**config.mk**
```make
export PLATFORM = sky130hd
export DESIGN_NAME = cc_timer
export DESIGN_NICKNAME = d
export VERILOG_FILES = /design/src/rtl/cct_pkg.sv /design/src/rtl/cct_prescaler.sv /design/src/rtl/cct_capture.sv /design/src/rtl/cct_cmp_out.sv /design/src/rtl/cc_timer.sv
export SDC_FILE = /design/constraint.sdc
export NUM_CORES = 1
export LEC_CHECK = 0
export BUFFER_PORTS_ARGS = -buffer_cell sky130_fd_sc_hd__buf_2
export CAP_MARGIN = 10
export CORE_ASPECT_RATIO = 1.1
export CORE_MARGIN = 1
export CORE_UTILIZATION = 30
export DETAILED_ROUTE_END_ITERATION = 12
export PLACE_DENSITY_LB_ADDON = 0.15
export SYNTH_ARGS = -nofsm -noshare
export SYNTH_HDL_FRONTEND = slang
export SYNTH_HIERARCHICAL = 1
export SYNTH_SLANG_ARGS = --single-unit
```
**constraint.sdc**
```tcl
create_clock -name clk -period 7.6 [get_ports clk]
set_input_delay 0.38 -clock clk [delete_from_list [all_inputs] [get_ports clk]]
set_output_delay 0.38 -clock clk [all_outputs]
set_load 0.01 [all_outputs]
```
**src/rtl/cct_pkg.sv**
```systemverilog
package cct_pkg;
    localparam int N_CAP = 2;
    localparam int N_CMP = 3;
    localparam int N_STS = N_CMP + N_CAP + 1;

    localparam int ST_CAP0 = N_CMP;
    localparam int ST_ROV  = N_CMP + N_CAP;

    localparam logic [7:0] A_CTRL = 8'h00;
    localparam logic [7:0] A_DIV  = 8'h04;
    localparam logic [7:0] A_STS  = 8'h08;
    localparam logic [7:0] A_MASK = 8'h0C;
    localparam logic [7:0] A_CMP0 = 8'h10;
    localparam logic [7:0] A_CAP0 = 8'h1C;
    localparam logic [7:0] A_CNT  = 8'h24;

    localparam logic [2:0] SRC_REF = 3'd4;

    localparam int SWR_BIT = 31;

    typedef struct packed {
        logic [2:0] om3;
        logic [2:0] om2;
        logic [2:0] om1;
        logic [1:0] cm2;
        logic [1:0] cm1;
        logic [2:0] src;
        logic       freerun;
        logic       zero_on_en;
        logic       en;
    } ctrl_t;

    localparam int CTRL_W = $bits(ctrl_t);
endpackage

```
**src/rtl/cct_prescaler.sv**
```systemverilog
module cct_prescaler #(
    parameter int PR_W = 12
) (
    input  logic            clk,
    input  logic            rst_n,
    input  logic            clr,
    input  logic            restart,
    input  logic            run,
    input  logic [2:0]      src_sel,
    input  logic            ref_clk,
    input  logic [PR_W-1:0] div_m1,
    output logic            tick
);
    import cct_pkg::*;

    typedef struct packed {
        logic [2:0]      ref_sh;
        logic [PR_W-1:0] pc;
    } ps_t;

    ps_t ps_d, ps_q;
    logic src_ev;

    always_comb begin
        ps_d        = ps_q;
        ps_d.ref_sh = {ps_q.ref_sh[1:0], ref_clk};
        if (src_sel == SRC_REF) begin
            src_ev = ps_q.ref_sh[1] & ~ps_q.ref_sh[2];
        end else if (src_sel != 3'd0 && src_sel < SRC_REF) begin
            src_ev = 1'b1;
        end else begin
            src_ev = 1'b0;
        end
        tick = run && src_ev && (ps_q.pc >= div_m1);
        if (clr || restart) begin
            ps_d.pc = '0;
        end else if (tick) begin
            ps_d.pc = '0;
        end else if (run && src_ev) begin
            ps_d.pc = ps_q.pc + 1'b1;
        end
    end

    always_ff @(posedge clk or negedge rst_n) begin
        if (!rst_n) ps_q <= '0;
        else        ps_q <= ps_d;
    end


    pc_wrap_chk: assert property (@(posedge clk) disable iff (!rst_n)
        tick |=> ps_q.pc == '0);
endmodule

```
**src/rtl/cct_capture.sv**
```systemverilog
module cct_capture #(
    parameter int CNT_W = 32
) (
    input  logic             clk,
    input  logic             rst_n,
    input  logic             clr,
    input  logic [1:0]       mode,
    input  logic             pin,
    input  logic [CNT_W-1:0] count,
    output logic             evt,
    output logic [CNT_W-1:0] cap_val
);
    typedef struct packed {
        logic [2:0]       sh;
        logic [CNT_W-1:0] cap;
    } cs_t;

    cs_t cs_d, cs_q;
    logic rise, fall;

    always_comb begin
        cs_d    = cs_q;
        cs_d.sh = {cs_q.sh[1:0], pin};
        rise    = cs_q.sh[1] & ~cs_q.sh[2];
        fall    = ~cs_q.sh[1] & cs_q.sh[2];
        case (mode)
            2'b01:   evt = rise;
            2'b10:   evt = fall;
            2'b11:   evt = rise | fall;
            default: evt = 1'b0;
        endcase
        if (clr)      cs_d.cap = '0;
        else if (evt) cs_d.cap = count;
    end

    assign cap_val = cs_q.cap;

    always_ff @(posedge clk or negedge rst_n) begin
        if (!rst_n) cs_q <= '0;
        else        cs_q <= cs_d;
    end


    cap_latch_chk: assert property (@(posedge clk) disable iff (!rst_n)
        (evt && !clr) |=> cap_val == $past(count));
endmodule

```
**src/rtl/cct_cmp_out.sv**
```systemverilog
module cct_cmp_out (
    input  logic       clk,
    input  logic       rst_n,
    input  logic       clr,
    input  logic [2:0] mode,
    input  logic       evt,
    output logic       pin
);
    logic pin_d, pin_q;

    always_comb begin
        pin_d = pin_q;
        if (clr) begin
            pin_d = 1'b0;
        end else if (mode[2]) begin
            pin_d = ~evt;
        end else if (evt) begin
            case (mode[1:0])
                2'b01:   pin_d = ~pin_q;
                2'b10:   pin_d = 1'b0;
                2'b11:   pin_d = 1'b1;
                default: pin_d = pin_q;
            endcase
        end
    end

    assign pin = pin_q;

    always_ff @(posedge clk or negedge rst_n) begin
        if (!rst_n) pin_q <= 1'b0;
        else        pin_q <= pin_d;
    end


    drive_high_chk: assert property (@(posedge clk) disable iff (!rst_n)
        (evt && !clr && mode == 3'b011) |=> pin);
endmodule

```
**src/rtl/cc_timer.sv**
```systemverilog
module cc_timer #(
    parameter int CNT_W = 32,
    parameter int PR_W  = 12
) (
    input  logic        clk,
    input  logic        rst_n,
    input  logic        bus_wr,
    input  logic [7:0]  bus_addr,
    input  logic [31:0] bus_wdata,
    output logic [31:0] bus_rdata,
    input  logic        ref_clk,
    input  logic [1:0]  cap_in,
    output logic [2:0]  cmp_out,
    output logic        irq
);
    import cct_pkg::*;

    typedef struct packed {
        ctrl_t                        ctrl;
        logic                         swr;
        logic [PR_W-1:0]              div;
        logic [N_STS-1:0]             mask;
        logic [N_STS-1:0]             sts;
        logic [N_CMP-1:0][CNT_W-1:0]  cmpv;
        logic [CNT_W-1:0]             cnt;
    } regs_t;

    regs_t r_d, r_q;

    logic                        tick;
    logic                        en_rise;
    logic                        wr_ctrl, wr_sts;
    logic [N_CMP-1:0]            cmp_ev;
    logic [N_CAP-1:0]            cap_ev;
    logic [N_CAP-1:0][CNT_W-1:0] cap_val;
    logic [N_CAP-1:0][1:0]       cap_mode;
    logic [N_CMP-1:0][2:0]       out_mode;
    logic                        wrap;
    logic [N_STS-1:0]            sts_set;

    assign wr_ctrl  = bus_wr && bus_addr == A_CTRL;
    assign wr_sts   = bus_wr && bus_addr == A_STS;
    assign en_rise  = wr_ctrl && !bus_wdata[SWR_BIT] && bus_wdata[0] && !r_q.ctrl.en;
    assign cap_mode = {r_q.ctrl.cm2, r_q.ctrl.cm1};
    assign out_mode = {r_q.ctrl.om3, r_q.ctrl.om2, r_q.ctrl.om1};

    cct_prescaler #(.PR_W(PR_W)) u_pre (
        .clk     (clk),
        .rst_n   (rst_n),
        .clr     (r_q.swr),
        .restart (en_rise),
        .run     (r_q.ctrl.en),
        .src_sel (r_q.ctrl.src),
        .ref_clk (ref_clk),
        .div_m1  (r_q.div),
        .tick    (tick)
    );

    for (genvar c = 0; c < N_CAP; c++) begin : g_cap
        cct_capture #(.CNT_W(CNT_W)) u_cap (
            .clk     (clk),
            .rst_n   (rst_n),
            .clr     (r_q.swr),
            .mode    (cap_mode[c]),
            .pin     (cap_in[c]),
            .count   (r_q.cnt),
            .evt     (cap_ev[c]),
            .cap_val (cap_val[c])
        );
    end

    for (genvar k = 0; k < N_CMP; k++) begin : g_cmp
        assign cmp_ev[k] = tick && (r_q.cnt == r_q.cmpv[k]);
        cct_cmp_out u_out (
            .clk   (clk),
            .rst_n (rst_n),
            .clr   (r_q.swr),
            .mode  (out_mode[k]),
            .evt   (cmp_ev[k]),
            .pin   (cmp_out[k])
        );
    end

    assign wrap    = tick && (r_q.cnt == {CNT_W{1'b1}});
    assign sts_set = {wrap, cap_ev, cmp_ev};

    always_comb begin
        r_d = r_q;
        if (r_q.swr) begin
            r_d = '0;
        end else begin
            if (en_rise && bus_wdata[1]) begin
                r_d.cnt = '0;
            end else if (tick) begin
                if (!r_q.ctrl.freerun && cmp_ev[0]) r_d.cnt = '0;
                else                               r_d.cnt = r_q.cnt + 1'b1;
            end
            r_d.sts = r_q.sts & ~(wr_sts ? bus_wdata[N_STS-1:0] : '0);
            r_d.sts = r_d.sts | sts_set;
            if (bus_wr) begin
                case (bus_addr)
                    A_CTRL: begin
                        if (bus_wdata[SWR_BIT]) r_d.swr  = 1'b1;
                        else                    r_d.ctrl = ctrl_t'(bus_wdata[CTRL_W-1:0]);
                    end
                    A_DIV:  r_d.div  = bus_wdata[PR_W-1:0];
                    A_MASK: r_d.mask = bus_wdata[N_STS-1:0];
                    default: begin
                        for (int k = 0; k < N_CMP; k++) begin
                            if (bus_addr == A_CMP0 + 8'(4 * k)) r_d.cmpv[k] = bus_wdata[CNT_W-1:0];
                        end
                    end
                endcase
            end
        end
    end

    always_ff @(posedge clk or negedge rst_n) begin
        if (!rst_n) r_q <= '0;
        else        r_q <= r_d;
    end

    always_comb begin
        bus_rdata = '0;
        case (bus_addr)
            A_CTRL: bus_rdata = {r_q.swr, {(31 - CTRL_W){1'b0}}, r_q.ctrl};
            A_DIV:  bus_rdata = 32'(r_q.div);
            A_STS:  bus_rdata = 32'(r_q.sts);
            A_MASK: bus_rdata = 32'(r_q.mask);
            A_CNT:  bus_rdata = 32'(r_q.cnt);
            default: begin
                for (int k = 0; k < N_CMP; k++) begin
                    if (bus_addr == A_CMP0 + 8'(4 * k)) bus_rdata = 32'(r_q.cmpv[k]);
                end
                for (int c = 0; c < N_CAP; c++) begin
                    if (bus_addr == A_CAP0 + 8'(4 * c)) bus_rdata = 32'(cap_val[c]);
                end
            end
        endcase
    end

    assign irq = |(r_q.sts & r_q.mask);


    soft_reset_chk: assert property (@(posedge clk) disable iff (!rst_n)
        r_q.swr |=> (r_q.ctrl == '0 && r_q.div == '0 && r_q.sts == '0 && !r_q.swr));


    rollover_chk: assert property (@(posedge clk) disable iff (!rst_n)
        $rose(r_q.sts[ST_ROV]) |-> ($past(r_q.cnt) == {CNT_W{1'b1}} && r_q.cnt == '0));


    restart_chk: assert property (@(posedge clk) disable iff (!rst_n)
        (tick && !r_q.ctrl.freerun && r_q.cnt == r_q.cmpv[0] && !r_q.swr) |=> r_q.cnt == '0);

    for (genvar s = 0; s < N_STS; s++) begin : g_sts_chk

        flag_hold_chk: assert property (@(posedge clk) disable iff (!rst_n)
            (r_q.sts[s] && !r_q.swr && !(wr_sts && bus_wdata[s])) |=> r_q.sts[s]);
    end
endmodule

```
; ---- Yosys cells after proc, flatten, opt, wreduce, memory -nomap -nowiden
; Index checks and enable logic that the tools add are counted.
[totals]
ff_bits = 260
latchBits = 0
ram_bits = 0
rom_bits = 0
in_bits = 46
out_inout_bits = 36
word_cells = 176
memories = 0
[op_classes]
addsub = 2
n_mul = 0
div = 0
n_lt_le_gt_ge = 2
n_eq_ne = 31
shifts = 0
mux = 45
bitwise_logic = 22
n_reduce_logical = 48
[ops]
columns = cell, n
row1 = 32-bit 2-to-1 mux, 15
row2 = 96-bit 2-to-1 mux, 2
row3 = 172-bit 2-to-1 mux, 1
row4 = 32-bit case mux with 5 select lines, 1
row5 = 32-bit == test, 3
row6 = 12-bit 2-to-1 mux, 4
row7 = 38-bit 2-to-1 mux, 1
row8 = 32-bit by 1-bit adder with 32-bit output (second input constant), 1
row9 = 32-bit == test (second input constant), 1
row10 = 8-bit by 5-bit == test with 1-bit output (second input constant), 4
row11 = 2-bit == test (second input constant), 10
row12 = 20-bit 2-to-1 mux, 1
row13 = 19-bit 2-to-1 mux, 1
row14 = 2-bit nonzero test, 9
row15 = 3-bit nonzero test, 6
row16 = 8-bit by 4-bit == test with 1-bit output (second input constant), 2
row17 = 8-bit by 6-bit == test with 1-bit output (second input constant), 2
row18 = 1-bit case mux with 3 select lines, 5
row19 = 5-bit nonzero test, 3
row20 = 1-bit logical AND, 14
row21 = 12-bit by 1-bit adder with 12-bit output (second input constant), 1
row22 = 6-bit bitwise AND, 2
row23 = 12-bit greater-or-equal comparator, 1
row24 = 1-bit 2-to-1 mux, 12
row25 = 18 further kinds, 48

; ---- Depth between registers and ports, before layout
[depth]
depth_word = 12
ltp_mapped = 14
depth_no_buf = 12

; ---- By module
; Netlist, hierarchy kept.
[by_module_without_submodules]
columns = mod, n_inst, cells_per_inst, area_per_inst_um2, seq_area_each_um2
row1 = cc_timer, 1, 1150, 9870.7, 4304.1
row2 = cct_capture, 2, 277, 2524.9, 875.8
row3 = cct_prescaler, 1, 136, 1211.2, 375.4
row4 = cct_cmp_out, 3, 6, 73.8, 25.0

; ---- Least setup slack after synthesis
; No wires, ideal clock.
[synth_path]
path_kind = reg-to-reg
startpoint = register u_pre/ps_q[7] (netlist bit)
endpoint = register g_cmp[0].u_out.pin_q
setup_ps = 139
arrival_time_ps = 3076
required_ps = 7461
path_slack_ps = 4384
path_stages_with_launch = 14
n_path_buf = 2
synth_period_minus_slack_ps = 3216
path_cell_list = dfrtp_1 ha_1 nand2_1 nor3_2 o311ai_4 buf_4 a21oi_1 clkbuf_1 clkinv_1 nor4_1 nand3_1 nor4b_1 o31a_1 nor3_2
[synth_via]
elab_chain_cells = 6
word_cells_on_any_way = 8
classes_between = 1 x order compare / 2 x mux / 1 x bitwise / 4 x reduce/logical
[synth_rtl]
columns = item, line
row1 = from (decl), cct_prescaler.sv:21  ; ps_t ps_d, ps_q;
row2 = from (signal assigned), cct_prescaler.sv:46  ; else ps_q <= ps_d;
row3 = 12-bit greater-or-equal comparator (*), cct_prescaler.sv:34  ; tick = run && src_ev && (ps_q.pc >= div_m1);
row4 = 1-bit logical AND (*), cct_prescaler.sv:34
row5 = net tick, cc_timer.sv:30  ; logic tick;
row6 = 1-bit logical AND (*), cc_timer.sv:73  ; assign cmp_ev[k] = tick && (r_q.cnt == r_q.cmpv[k]);
row7 = net cmp_ev[0], cc_timer.sv:33  ; logic [N_CMP-1:0] cmp_ev;
row8 = 1-bit inverter, cct_cmp_out.sv:16  ; pin_d = ~evt;
row9 = 1-bit 2-to-1 mux, cct_cmp_out.sv:15  ; end else if (mode[2]) begin
row10 = 1-bit 2-to-1 mux, cct_cmp_out.sv:13  ; if (clr) begin
row11 = to (signal assigned), cct_cmp_out.sv:31  ; else pin_q <= pin_d;
row12 = to (decl), cct_cmp_out.sv:9  ; logic pin_d, pin_q;
; Mark *: on every way through the listed nets, which the timed path passes. The rest lies on a longest branch.
; A chain may end at the register's enable or synchronous reset.

; ---- Final worst setup path
[layout_path]
startpoint = register u_pre/ps_q[7] (netlist bit)
endpoint = register r_q[2] (netlist bit)
[layout_via]
elab_chain_cells = 8
word_cells_on_any_way = 9
classes_between = 1 x order compare / 4 x mux / 4 x reduce/logical
[layout_rtl]
columns = item, line
row1 = 12-bit greater-or-equal comparator (*), cct_prescaler.sv:34
row2 = 1-bit logical AND (*), cct_prescaler.sv:34
row3 = net tick, cc_timer.sv:30
row4 = 1-bit logical AND, cc_timer.sv:73
row5 = 1-bit logical AND, cc_timer.sv:95  ; if (!r_q.ctrl.freerun && cmp_ev[0]) r_d.cnt = '0;
row6 = 32-bit 2-to-1 mux, cc_timer.sv:95
row7 = 32-bit 2-to-1 mux, cc_timer.sv:94  ; end else if (tick) begin
row8 = 32-bit 2-to-1 mux, cc_timer.sv:92  ; if (en_rise && bus_wdata[1]) begin
row9 = 172-bit 2-to-1 mux, cc_timer.sv:89  ; if (r_q.swr) begin
row10 = to (signal assigned), cc_timer.sv:120  ; else r_q <= r_d;
row11 = to (decl), cc_timer.sv:28  ; regs_t r_d, r_q;
; Mark *: on every way through the listed nets, which the timed path passes. The rest lies on a longest branch. The select of a mux whose other input is x is not followed.

==> impl_results.md <==
* Ant. Diodes at 0
* Seq/Total Area, Yosys at 0.398
* Synth cell types at 71
* Max frequency at 241 MHz
* Slowest library cell on the worst path: nand2_2
* Initial antenna violation count at 0
* Clk slew on worst S/H paths at 0.06 ns
* Status: finished clean
* Congestion Overflow GR at 0
* DRC at 0
* First-pass GRT wire length at around 99000 um
* Nets@finish at 1828
* Delay-heaviest family, CP: simple AND/OR/NAND/NOR gates
* Worst setup path category: flip-flop to flip-flop
* First-pass detailed-route iteration total at 6
* Drt total wl at just under 70000 um
* Final-report setup violation count at 0
* Worst Tran Pin Value at about 1.1 ns
* Slew headroom at 0.268
* Startpoint types: flip-flop
* Area Overhead vs Synth at 8.81%
* Max stage delay on crit path at 0.67 ns
* Clk sink count at 260
* RSZ-0062 raised after global routing: false
* WL/cell at 26.8 um
* I/O pin count at a little over 80
* Routability congestion estimate at 0.919
* Die width at around 220 um
* CTS tree: built
* Syn Nets at around 1900
* CP Cell Sequence: ha_1 > nand2_1 > nor3_2 > o311ai_4 > a21oi_1 > buf_4 > clkinv_1 > nor4_1 > nand4_1 > nand2_2 > nor2_1
* Cell Pwr Density at between 200 and 250 nW/um2
* Synth warn at 6
* CP Data Required Time at 8.01 ns
* Average size of a mapped cell at about 8.8 um2
* Fin. max-slew vios at 0
* Total GRT Usage at 0.242
* Row count at 89
* Max-cap violation count at 0
* Hold slack at ~0.087 ns
* CTS Buffer Depth at 3
* CTS Buf Count at 34
* Asr flop ratio synth at 1.00
* Vias per cell at between 5 and 6
* CTS Root Buffer Type: clkbuf_16
* Ys flop type: dfrtp_1
* Synthesis-stage register bit count at between 200 and 300
* Worst path arrival time at ~4.6 ns
* Fraction of layout instances using a drive strength above 1 at 0.119
* Die area at between 50000 and 60000 um2
* Iter 0 DRT Violations at 1596
* Max Clock Skew at between 0.02 and 0.025 ns
* EDFF count, synth at 0
* Peak supply drop at 0.135 mV
* H-tree levels at 2
* Post-synth top area share at 0.398
* Vias in the first global route at roughly 14000
* Yosys top cell by area: dfrtp_1
* Most frequent cell after synthesis: dfrtp_1
* Tcrit/Tclk final at 0.547
* PortBufs at between 80 and 90
* Top post-synthesis cells by area: dfrtp_1 (40%), nand2_1 (5.0%), xor2_1 (4.3%), nand3_1 (3.8%), buf_4 (3.6%)
* Leakage power at approximately 7.7 nW
* Post-Syn Area at 16400 um2
* DP Wirelength at around 47000 um
* Pin count of the biggest net entering global routing at 169
* Setup crit end kind: flip-flop
* Clock latency on the worst-skew pair at approximately 0.56 ns
* Worst-path fanout max at 23
* Routed Antenna Nets at 0
* Die Ht at between 200 and 250 um
* Mapped Cells at 1858
* Worst Path Buf+Inv at 2
* Initial core utilization at 0.304
* Fill count at roughly 5700
* Total negative slack at 0 ns
* Core ar. at about 54000 um2
* Post-synth top cells: dfrtp_1 (260), nand2_1 (216), nand3_1 (124), o21ai_0 (110), clkbuf_1 (89)
* Worst reg2reg setup slack at 3.44 ns
* Min-delay worst type: primary input to flip-flop
* Via count at 14698
* Hold Vio Cnt, Final at 0
* Tmin final at ~4.2 ns
## where the power goes
group,internal (mW),total (mW),switching [mW]
logic,0.121,0.343,0.222
clock network,0.991,1.66,0.668
registers,1.48,1.60,0.125
total,2.59,3.61,1.02
## logic make-up after synthesis
kind of cell	synth area share
DFF	0.398
buffers and inverters	0.0931
muxes	0.00467
AOI/OAI and AO/OA	0.200
adders and majority gates	0.0138
and+or+nand+nor	0.228
xor gates and xnor gates	0.0621
## timing repair
item | in CTS | in global routing
setup buffers | 0 | 0
hold buffers | 4 | 0
resized for setup | 0 | 0
endpoints found under the hold margin | 95 | 0
## layout by cell type, fill, tap and decap left out, types with 12 or more instances in the layout
| cell | instances |
|---|---|
| a21oi_1 | 64 |
| a222oi_1 | 20 |
| a22oi_1 | 59 |
| a32oi_1 | 60 |
| and3_1 | 21 |
| buf_2 | 80 |
| buf_4 | 31 |
| clkbuf_1 | 12 |
| clkbuf_16 | 35 |
| dfrtp_1 | 259 |
| ha_1 | 18 |
| inv_1 | 29 |
| nand2_1 | 216 |
| nand2b_1 | 37 |
| nand3_1 | 124 |
| nand4_1 | 88 |
| nor2_1 | 72 |
| nor2b_1 | 65 |
| nor3_1 | 16 |
| nor4_1 | 21 |
| o211ai_1 | 69 |
| o21ai_0 | 110 |
| xnor2_1 | 36 |
| xor2_1 | 80 |
## layout make-up
class	instances	area, um2	area share
clock buffer	51	976	0.0548
multi-input combinational	1321	8440	0.475
clock inverter	10	131	0.00738
timing repair buffer	117	708	0.0398
sequential	260	6510	0.366
tap	728	911	0.0512
inverter	30	113	0.00633
## worst register-to-register path: stages, from the launching register on
cell      delay, ns
dfrtp_1        0.47
ha_1           0.33
nand2_1        0.08
nor3_2         0.24
o311ai_4       0.29
a21oi_1        0.23
buf_4          0.28
clkinv_1       0.31
nor4_1         0.42
nand4_1        0.60
nand2_2        0.67
nor2_1         0.11
## layer usage
| layer | vias to the layer above | track usage | part of all wire | wire length (um) |
|---|---|---|---|---|
| li1 | 6513 | - | - | - |
| met1 | 7451 | 0.338 | 0.45 | 30200 |
| met2 | 621 | 0.364 | 0.44 | 29700 |
| met3 | 113 | 0.0346 | 0.058 | 3930 |
| met4 | 0 | 0.124 | 0.053 | 3560 |
| met5 | - | 0 | 0 | 0 |
## registers in the layout, summed over array words and instances (netlist names)
| register | cells |
|---|---|
| r_q | 159 |
| g_cap.u_cap/cap_val | 64 |
| u_pre/ps_q | 13 |
| cap_mode | 4 |
| g_cap.u_cap/cs_d | 4 |
| u_pre/ps_d | 2 |
| g_cmp.u_out/pin | 3 |
| g_cap.u_cap/cs_q | 2 |
| out_mode | 9 |
## worst paths after layout
check | startpoint | end | cells past startpoint
setup / recovery | u_pre/ps_q[7] | r_q[2] | 11
hold / removal | bus_wdata[18] | out_mode[8] | 3
setup reg to reg | u_pre/ps_q[7] | r_q[2] | 11
hold reg to reg | g_cap[0].u_cap/cs_d[33] | g_cap[0].u_cap/cs_d[34] | 0
max in group asynchronous | rst_n | r_q[152] | 3
min in group asynchronous | rst_n | r_q[85] | 2
## stage by stage
| stage | util | power, mW | instance area, um2 | setup WS (ns) | instances |
|---|---|---|---|---|---|
| after floorplan | - | 1.82 | 16400 | 4.38 | 1858 |
| after global placement | 0.309 | 1.96 | 16600 | 3.57 | 2452 |
| after detailed placement | 0.309 | 1.96 | 16600 | 3.49 | 2452 |
| after CTS | 0.331 | 3.64 | 17800 | 3.45 | 2517 |
| after global routing | 0.331 | 3.73 | 17800 | 3.17 | 2517 |
| final | 0.331 | 3.61 | 17800 | 3.44 | 2517 |
Power figures use the tool's default switching activity.
